<file path="src/rtl/opbrk_pkg.sv">
`timescale 1ns/1ps
package opbrk_pkg;

  // transfer size codes
  localparam logic [1:0] SZ_BYTE = 2'b00;
  localparam logic [1:0] SZ_HALF = 2'b01;
  localparam logic [1:0] SZ_WORD = 2'b10;

  // mode value that enables paired address+data compare
  localparam logic [1:0] MODE_DATAVAL = 2'b11;

  // register index bases (channel i adds i)
  localparam int REG_CTRL = 0;
  localparam int REG_STAT = 1;
  localparam int REG_ACMP = 2;

  // per-channel control fields
  typedef struct packed {
    logic [1:0] dir;  // bit1 writes allowed, bit0 reads allowed
    logic       den;  // data comparator enable
    logic       aen;  // address comparator enable
  } chan_ctl_t;

  localparam int CTL_BITS = 4;

endpackage

</file>
<file path="src/rtl/opbrk_regs.sv">
`timescale 1ns/1ps
module opbrk_regs
  import opbrk_pkg::*;
#(
  parameter int NCH  = 2,
  parameter int AW   = 32,
  parameter int DW   = 32,
  parameter int SELW = 4
) (
  input  logic                      clk,
  input  logic                      rst_n,
  input  logic                      cfg_we,
  input  logic [SELW-1:0]           cfg_sel,
  input  logic [DW-1:0]             cfg_wdata,
  output chan_ctl_t [NCH-1:0]       ctl,
  output logic                      combine,
  output logic [1:0]                mode,
  output logic [NCH-1:0][AW-1:0]    addr_cmp,
  output logic [NCH-1:0][AW-1:0]    addr_msk,
  output logic [NCH-1:0][DW-1:0]    data_val,
  output logic [NCH-1:0][DW-1:0]    data_msk,
  output logic [NCH-1:0]            sticky_clr
);

  localparam int AMSK_BASE = REG_ACMP + NCH;
  localparam int DVAL_BASE = REG_ACMP + 2 * NCH;
  localparam int DMSK_BASE = REG_ACMP + 3 * NCH;
  localparam int CMB_BIT   = CTL_BITS * NCH;

  logic hit_ctrl;
  assign hit_ctrl   = cfg_we && (cfg_sel == SELW'(REG_CTRL));
  assign sticky_clr = (cfg_we && (cfg_sel == SELW'(REG_STAT))) ? cfg_wdata[NCH-1:0] : '0;

  always_ff @(posedge clk or negedge rst_n) begin
    if (!rst_n) begin
      ctl      <= '0;
      combine  <= 1'b0;
      mode     <= 2'b00;
      addr_cmp <= '0;
      addr_msk <= '0;
      data_val <= '0;
      data_msk <= '0;
    end else begin
      if (hit_ctrl) begin
        for (int i = 0; i < NCH; i++) begin
          ctl[i].aen <= cfg_wdata[CTL_BITS*i];
          ctl[i].den <= cfg_wdata[CTL_BITS*i+1];
          ctl[i].dir <= cfg_wdata[CTL_BITS*i+2 +: 2];
        end
        combine <= cfg_wdata[CMB_BIT];
        mode    <= cfg_wdata[CMB_BIT+1 +: 2];
      end
      if (cfg_we) begin
        for (int i = 0; i < NCH; i++) begin
          if (cfg_sel == SELW'(REG_ACMP + i))  addr_cmp[i] <= cfg_wdata[AW-1:0];
          if (cfg_sel == SELW'(AMSK_BASE + i)) addr_msk[i] <= cfg_wdata[AW-1:0];
          if (cfg_sel == SELW'(DVAL_BASE + i)) data_val[i] <= cfg_wdata;
          if (cfg_sel == SELW'(DMSK_BASE + i)) data_msk[i] <= cfg_wdata;
        end
      end
    end
  end

endmodule

</file>
<file path="src/rtl/opbrk_lanes.sv">
`timescale 1ns/1ps
module opbrk_lanes
  import opbrk_pkg::*;
#(
  parameter int DW = 32,
  localparam int NB   = DW / 8,
  localparam int OFFW = (NB > 1) ? $clog2(NB) : 1
) (
  input  logic [1:0]      size,
  input  logic [OFFW-1:0] off,
  output logic [DW-1:0]   ign_mask   // 1 = lane not transferred
);

  // byte lane b counts from the most significant byte (big-endian)
  for (genvar b = 0; b < NB; b++) begin : g_lane
    localparam int HI = DW - 1 - 8 * b;
    logic lane_on;
    always_comb begin
      unique case (size)
        SZ_BYTE: lane_on = (off == OFFW'(b));
        SZ_HALF: lane_on = ((off >> 1) == OFFW'(b >> 1));
        default: lane_on = 1'b1;
      endcase
    end
    assign ign_mask[HI -: 8] = {8{~lane_on}};
  end

endmodule

</file>
<file path="src/rtl/opbrk_chan.sv">
`timescale 1ns/1ps
module opbrk_chan
  import opbrk_pkg::*;
#(
  parameter int AW = 32,
  parameter int DW = 32
) (
  input  logic          xfer_valid,
  input  logic [AW-1:0] xfer_addr,
  input  logic [DW-1:0] xfer_data,
  input  logic          xfer_write,
  input  logic [DW-1:0] lane_ign,
  input  chan_ctl_t     ctl,
  input  logic          pair_mode,   // global combine qualifier
  input  logic [AW-1:0] addr_cmp,
  input  logic [AW-1:0] addr_msk,
  input  logic [DW-1:0] data_val,
  input  logic [DW-1:0] data_msk,
  output logic          hit
);

  logic addr_hit, data_hit, dir_ok, paired;

  assign addr_hit = ((xfer_addr ^ addr_cmp) & ~addr_msk) == '0;
  assign data_hit = ((xfer_data ^ data_val) & ~(data_msk | lane_ign)) == '0;
  assign dir_ok   = xfer_write ? ctl.dir[1] : ctl.dir[0];
  assign paired   = pair_mode & ctl.aen & ctl.den;
  assign hit      = xfer_valid & ctl.aen & dir_ok & addr_hit & (~paired | data_hit);

endmodule

</file>
<file path="src/rtl/opbrk_unit.sv">
`timescale 1ns/1ps
module opbrk_unit
  import opbrk_pkg::*;
#(
  parameter int NCH = 2,
  parameter int AW  = 32,
  parameter int DW  = 32,
  localparam int SELW = $clog2(2 + 4 * NCH),
  localparam int OFFW = (DW / 8 > 1) ? $clog2(DW / 8) : 1
) (
  input  logic            clk,
  input  logic            rst_n,
  input  logic            xfer_valid,
  input  logic [AW-1:0]   xfer_addr,
  input  logic [DW-1:0]   xfer_data,
  input  logic [1:0]      xfer_size,
  input  logic            xfer_write,
  input  logic            cfg_we,
  input  logic [SELW-1:0] cfg_sel,
  input  logic [DW-1:0]   cfg_wdata,
  output logic [NCH-1:0]  brk_pulse,
  output logic [NCH-1:0]  brk_sticky
);

  chan_ctl_t [NCH-1:0]    ctl;
  logic                   combine;
  logic [1:0]             mode;
  logic [NCH-1:0][AW-1:0] addr_cmp, addr_msk;
  logic [NCH-1:0][DW-1:0] data_val, data_msk;
  logic [NCH-1:0]         sticky_clr;
  logic [DW-1:0]          lane_ign;
  logic [NCH-1:0]         hit;
  logic                   pair_mode;

  opbrk_regs #(.NCH(NCH), .AW(AW), .DW(DW), .SELW(SELW)) u_regs (
    .clk(clk), .rst_n(rst_n), .cfg_we(cfg_we), .cfg_sel(cfg_sel),
    .cfg_wdata(cfg_wdata), .ctl(ctl), .combine(combine), .mode(mode),
    .addr_cmp(addr_cmp), .addr_msk(addr_msk), .data_val(data_val),
    .data_msk(data_msk), .sticky_clr(sticky_clr)
  );

  opbrk_lanes #(.DW(DW)) u_lanes (
    .size(xfer_size), .off(xfer_addr[OFFW-1:0]), .ign_mask(lane_ign)
  );

  assign pair_mode = combine && (mode == MODE_DATAVAL);

  for (genvar i = 0; i < NCH; i++) begin : g_ch
    opbrk_chan #(.AW(AW), .DW(DW)) u_chan (
      .xfer_valid(xfer_valid), .xfer_addr(xfer_addr), .xfer_data(xfer_data),
      .xfer_write(xfer_write), .lane_ign(lane_ign), .ctl(ctl[i]),
      .pair_mode(pair_mode), .addr_cmp(addr_cmp[i]), .addr_msk(addr_msk[i]),
      .data_val(data_val[i]), .data_msk(data_msk[i]), .hit(hit[i])
    );
  end

  always_ff @(posedge clk or negedge rst_n) begin
    if (!rst_n) begin
      brk_pulse  <= '0;
      brk_sticky <= '0;
    end else begin
      brk_pulse  <= hit;
      brk_sticky <= (brk_sticky & ~sticky_clr) | hit;  // a new hit beats a clear
    end
  end

endmodule

</file>
<file path="config.mk">
export PLATFORM = sky130hd
export DESIGN_NAME = opbrk_unit
export DESIGN_NICKNAME = d
export VERILOG_FILES = /design/src/rtl/opbrk_pkg.sv /design/src/rtl/opbrk_regs.sv /design/src/rtl/opbrk_lanes.sv /design/src/rtl/opbrk_chan.sv /design/src/rtl/opbrk_unit.sv
export SDC_FILE = /design/constraint.sdc
export NUM_CORES = 1
export LEC_CHECK = 0
export BUFFER_PORTS_ARGS = -buffer_cell sky130_fd_sc_hd__buf_2
export CAP_MARGIN = 20
export CELL_PAD_IN_SITES_DETAIL_PLACEMENT = 2
export CELL_PAD_IN_SITES_GLOBAL_PLACEMENT = 2
export CORE_ASPECT_RATIO = 1.1
export CORE_MARGIN = 5
export CORE_UTILIZATION = 38
export DETAILED_ROUTE_END_ITERATION = 8
export GPL_ROUTABILITY_DRIVEN = 0
export PLACE_DENSITY = 0.81
export SETUP_SLACK_MARGIN = 0.2
export SLEW_MARGIN = 25
export SYNTH_ARGS = -nofsm -noshare
export SYNTH_HDL_FRONTEND = slang
export SYNTH_SLANG_ARGS = --single-unit
</file>
<file path="constraint.sdc">
create_clock -name clk -period 1.4 [get_ports clk]
set_input_delay 0.14 -clock clk [delete_from_list [all_inputs] [get_ports clk]]
set_output_delay 0.14 -clock clk [all_outputs]
set_load 0.05 [all_outputs]
</file>
# Yosys cells after proc, flatten, opt, wreduce, memory -nomap -nowiden
# Cells that the tools add are included.
dict set report word_totals {
  ff_bits 271
  elab_cells 95
}
dict set report classes {
  reduce_logical 19
  muxes 7
  bitwise 37
  eq_ne 14
}
# operator count
set op_table {}
lappend op_table {{32-bit AND} 4}
lappend op_table {{32-bit zero test} 4}
lappend op_table {{32-bit NOT} 4}
lappend op_table {{32-bit bitwise XOR} 4}
lappend op_table {{32-bit OR} 2}
lappend op_table {{4-bit by 3-bit == test with 1-bit output (second input constant)} 4}
lappend op_table {{2-bit AND reduction} 8}
lappend op_table {{1-bit AND} 12}
lappend op_table {{4-bit by 2-bit == test with 1-bit output (second input constant)} 2}
lappend op_table {{4-bit == test (second input constant)} 2}
lappend op_table {{1-bit one-hot mux with 2 select lines} 4}
lappend op_table {{2-bit == test (second input constant)} 3}
lappend op_table {{2-bit zero test} 3}
lappend op_table {{1-bit NOT} 6}
lappend op_table {{2-bit by 1-bit == test with 1-bit output (second input constant)} 2}
lappend op_table {{4-bit by 1-bit == test with 1-bit output (second input constant)} 1}
lappend op_table {{4-bit zero test} 1}
lappend op_table {{1-bit logical AND} 3}
lappend op_table {{2-bit AND} 1}
lappend op_table {{1-bit 2-to-1 mux} 2}
lappend op_table {{2-bit 2-to-1 mux} 1}
lappend op_table {{2-bit NOT} 1}
lappend op_table {{1-bit OR} 2}
lappend op_table {{2-bit OR} 1}

# Logic depth before layout (Yosys ltp)
dict set report logic_depth {
  depth_word 10
  ltp_mapped 6
  ltp_nobuf 5
}

# Cells and area by module
# From an unflattened synthesis, not the netlist that was laid out.
dict set report unflattened {
  hier_cells 907
  hier_area_um2 12534.5
}
# mod n_inst cells_per_inst area_each_um2
set modules_own_cells {}
lappend modules_own_cells {opbrk_regs 1 581 10117.2}
lappend modules_own_cells {opbrk_chan 2 141 1021.0}
lappend modules_own_cells {opbrk_lanes 1 35 246.5}
lappend modules_own_cells {opbrk_unit 1 9 128.9}

# Worst setup path before layout
# No wires, ideal clock.
dict set report synth_path {
  path_kind {reg2reg}
  start {register u_regs.data_val[25] in the netlist's numbering}
  end {register brk_sticky[0]}
  t_arrival_ns 1.282
  stages_incl_launch_ff 6
  period_less_slack_ns 1.377
  t_required_ns 1.305
  setup_time_ns 0.095
  setup_slack_ns 0.023
  cell_sequence {dfrtp_1 -> xnor2_1 -> o22ai_1 -> o41ai_1 -> a41oi_1 -> o31ai_1}
}
dict set report synth_via {
  elab_chain_len 6
}
# element line
set synth_rtl {}
lappend synth_rtl {{start: declaration} opbrk_regs.sv:20} ;# output logic [NCH-1:0][DW-1:0] data_val,
lappend synth_rtl {{start signal: indexed assignment} opbrk_regs.sv:57} ;# if (cfg_sel == SELW'(DVAL_BASE + i)) data_val[i] <= cfg_wdata;
lappend synth_rtl {{32-bit bitwise XOR} opbrk_chan.sv:25} ;# assign data_hit = ((xfer_data ^ data_val) & ~(data_msk | lane_ign)) == '0;
lappend synth_rtl {{32-bit AND} opbrk_chan.sv:25}
lappend synth_rtl {{32-bit zero test} opbrk_chan.sv:25}
lappend synth_rtl {{1-bit OR} opbrk_chan.sv:28} ;# assign hit = xfer_valid & ctl.aen & dir_ok & addr_hit & (~paired | data_hit);
lappend synth_rtl {{1-bit AND} opbrk_chan.sv:28}
lappend synth_rtl {{2-bit OR} opbrk_unit.sv:63} ;# brk_sticky <= (brk_sticky & ~sticky_clr) | hit;
lappend synth_rtl {{end signal: assignment} opbrk_unit.sv:63}
lappend synth_rtl {{end: declaration} opbrk_unit.sv:22} ;# output logic [NCH-1:0] brk_sticky
# No other way between the ends.
# A chain may end at the register's enable or synchronous reset.

# Final worst setup path
dict set report layout_path {
  start {register u_regs.data_val[51] in the netlist's numbering}
  end {register brk_sticky[1]}
}
# The elaborated chain is that of the path after synthesis.

==> reports/results.txt <==
Worst Tran Pin Value = 0.4899 ns
DRC Markers = 0
Crit-path max FO = 2
WHS = 0.02639 ns
Post-synth EDFFs = 0
Hold Crit Class = in2reg
Clock Tree Buf Depth = 3
# port buffers = 110
Period utilisation layout = 1.289
Nets = 1,155
Via count = 8,096
Max-cap violations = 0
Critical Path RT = 1.87 ns
Number of diodes = 0
Non-filler cells, final = 1,491
Main synth FF type = dfrtp_1
Root buf cell = clkbuf_16
First-pass DRT Iterations = 4
GRT Resource Usage Total = 0.2487
Initial core utilization = 0.3830
Initial drt markers = 404
CP Capture Type = register
Post-synthesis cell type count = 30
Cell breakdown of the critical path = xnor2_2, o22ai_2, o41ai_2, buf_4, a41oi_4, o31ai_2
Post-Synthesis Cells = 824
DIE AREA = 35,120 µm²
Unrepaired setup endpoints after global routing = yes
Largest net degree at the start of global routing = 51
Post-synthesis mux area share = 0.2539
Post-synth ARST share = 1.000
Clk_skew = 0.02261 ns
Avg WL per Cell = 29.53 µm
Delay-heaviest family, CP = compound AO/OA/AOI/OAI gates
Antenna violations before repair = 0
Vias in the first global route = 9,725
Power per cell area = 1598 nW/µm²
Main area contributors after synthesis = dfrtp_1, mux2_2, xnor2_1
Most common cell in the netlist = dfrtp_1
Global-route wire length before repair = 65,550 µm
Post-Synth XOR/XNOR Area = 0.09375
Crit path largest cell delay = 0.41 ns
Failing checks = negative setup slack
Post-synthesis cell area = 11,960 µm²
Synth area leader = dfrtp_1
Peak supply drop = 0.0009167 V
Post-Place Cells = 1,403
Post-Syn Nets = 931
Main combinational cell family by area after synthesis = multiplexers
Synth top area share = 0.5671
GR Overflow Total = 0
Vias per inst = 5.430
CORE AREA = 31,220 µm²
Leak = 6.964 nW
Routed wire length = 44,040 µm
Kind of critical path = reg2reg
Pre-CTS setup slack = -0.4301 ns
Most frequent cells after synthesis = dfrtp_1, mux2_2, xnor2_1
Worst setup margin = -0.4053 ns
Pwr Total = 25.05 mW
Die width = 179.1 µm
Register area share after synthesis = 0.5671
Area delta synth->final = 31.09%
Slowest-stage cell, CP = dfrtp_1
Startpoint Class = register
Antenna-violating nets left = 0
Number of buffers created by CTS = 29
Synthesized area per cell = 14.51 µm²
Adder-Cell Fraction of Synth Area = 0
Final setup viols = 4
Hpwl dp = 26,610 µm
Die height = 196.1 µm
Worst-Skew Late Latency = 0.57 ns
Status = finished with violations
CTS tree = done
Max Fclk = 553.9 MHz
Simple-gate share of the synthesized area = 0.01946
Rows = 68
Synth Warn # = 0
Final Hold Vio Count = 0
Share of cells above drive strength 1 = 0.5303
IO Pins = 111
H-tree depth = 1
Clock edge transition at the registers on the reported setup and hold paths = 0.07 ns
Worst Path Arrival = 2.28 ns
Worst reg-to-reg setup slack = -0.41 ns
TritonCTS Sinks = 271
Max_slew headroom = 0.6719
Max-slew violation count = 0
Post-synthesis compound-gate area fraction = 0.05085
Minimum clock period after layout = 1.805 ns
Synth Register Bits = 271
WP buf/inv = 1
==> cell families after synthesis <==
| logic type | Yosys count |
|---|---|
| AOI/OAI and AO/OA | 92 |
| xor gates and xnor gates | 128 |
| buffers and inverters | 31 |
| DFF | 271 |
| muxes | 261 |
| and+or+nand+nor | 41 |
==> final timing paths <==
check / start / end / cells after the start
min reg2reg: u_regs.data_msk[54]$_DFFE_PN0P_ / u_regs.data_msk[54]$_DFFE_PN0P_ / 1
max in group asynchronous: rst_n / u_regs.addr_cmp[61]$_DFFE_PN0P_ / 3
max reg2reg: u_regs.data_val[51]$_DFFE_PN0P_ / brk_sticky[1]$_DFF_PN0_ / 6
min in group asynchronous: rst_n / u_regs.data_msk[9]$_DFFE_PN0P_ / 2
min: cfg_wdata[24] / u_regs.data_val[56]$_DFFE_PN0P_ / 2
max: u_regs.data_val[51]$_DFFE_PN0P_ / brk_sticky[1]$_DFF_PN0_ / 6
==> power breakdown <==
part           switching (mW)  internal [mW]  total, mW
sequential               1.58           9.63       11.2
combinational            2.60           3.42       6.02
clock                    3.43           4.39       7.82
total                    7.61           17.4       25.1
==> per-stage QoR <==
stage	utilization	instance area, µm²	setup TNS, ns
3_5_place_dp	0.4460	13930	-24.10
5_1_grt	0.5020	15680	-1.711
3_3_place_gp	0.4460	13930	-11.23
6_report	0.5020	15680	-1.441
4_1_cts	0.4929	15390	-1.341
2_1_floorplan	-	12280	0
==> layout by cell type, fill, tap and decap left out, types with 3 or more instances in the layout <==
cell type	count
nand2b_1	3
clkbuf_1	10
buf_4	68
buf_2	105
o22ai_1	51
mux2_4	82
nor4_2	3
buf_6	3
dlygate4sd3_1	26
mux2_2	175
mux2_1	4
nor3_2	4
nand3_1	4
o21ai_0	10
xnor2_1	95
xnor2_2	33
clkbuf_8	3
nand2_1	10
o41ai_2	7
clkbuf_16	29
nor2_4	3
o22ai_2	8
clkinv_2	7
buf_12	17
dfrtp_1	269
inv_1	3
==> area by class of cell <==
cell class                      count  area (µm²)
Clock buffer                       42       804.5
Multi-Input combinational cell    522        5718
Sequential cell                   271        6784
Inverter                            3       11.26
Clock inverter                     12       131.4
Tap cell                          420       525.5
Timing Repair Buffer              221        1700
Fill cell                        2876       15550
==> per-layer routing <==
metal	up-vias	GRT usage	share of wire
met2	217	0.4376	0.53
met3	70	0.03700	0.039
met1	4378	0.3127	0.41
li1	3431	-	-
met4	0	0.08267	0.028
met5	-	0	0
==> state kept, by name, indices dropped and copies added (netlist names) <==
register / flops
brk_sticky: 2
u_regs.ctl: 8
u_regs.addr_cmp: 64
u_regs.combine: 1
brk_pulse: 2
u_regs.data_val: 64
u_regs.data_msk: 64
u_regs.addr_msk: 64
u_regs.mode: 2
==> repair_timing <==
action | 4_1_cts | 5_1_grt
hold buffers | 25 | 1
pin swaps | 19 | 25
gates resized for setup | 41 | 34
endpoints found under the setup margin | 8 | 8
setup buffers | 4 | 4
endpoints found under the hold margin | 428 | 1
No activity file was read; power rests on OpenSTA's default activity.
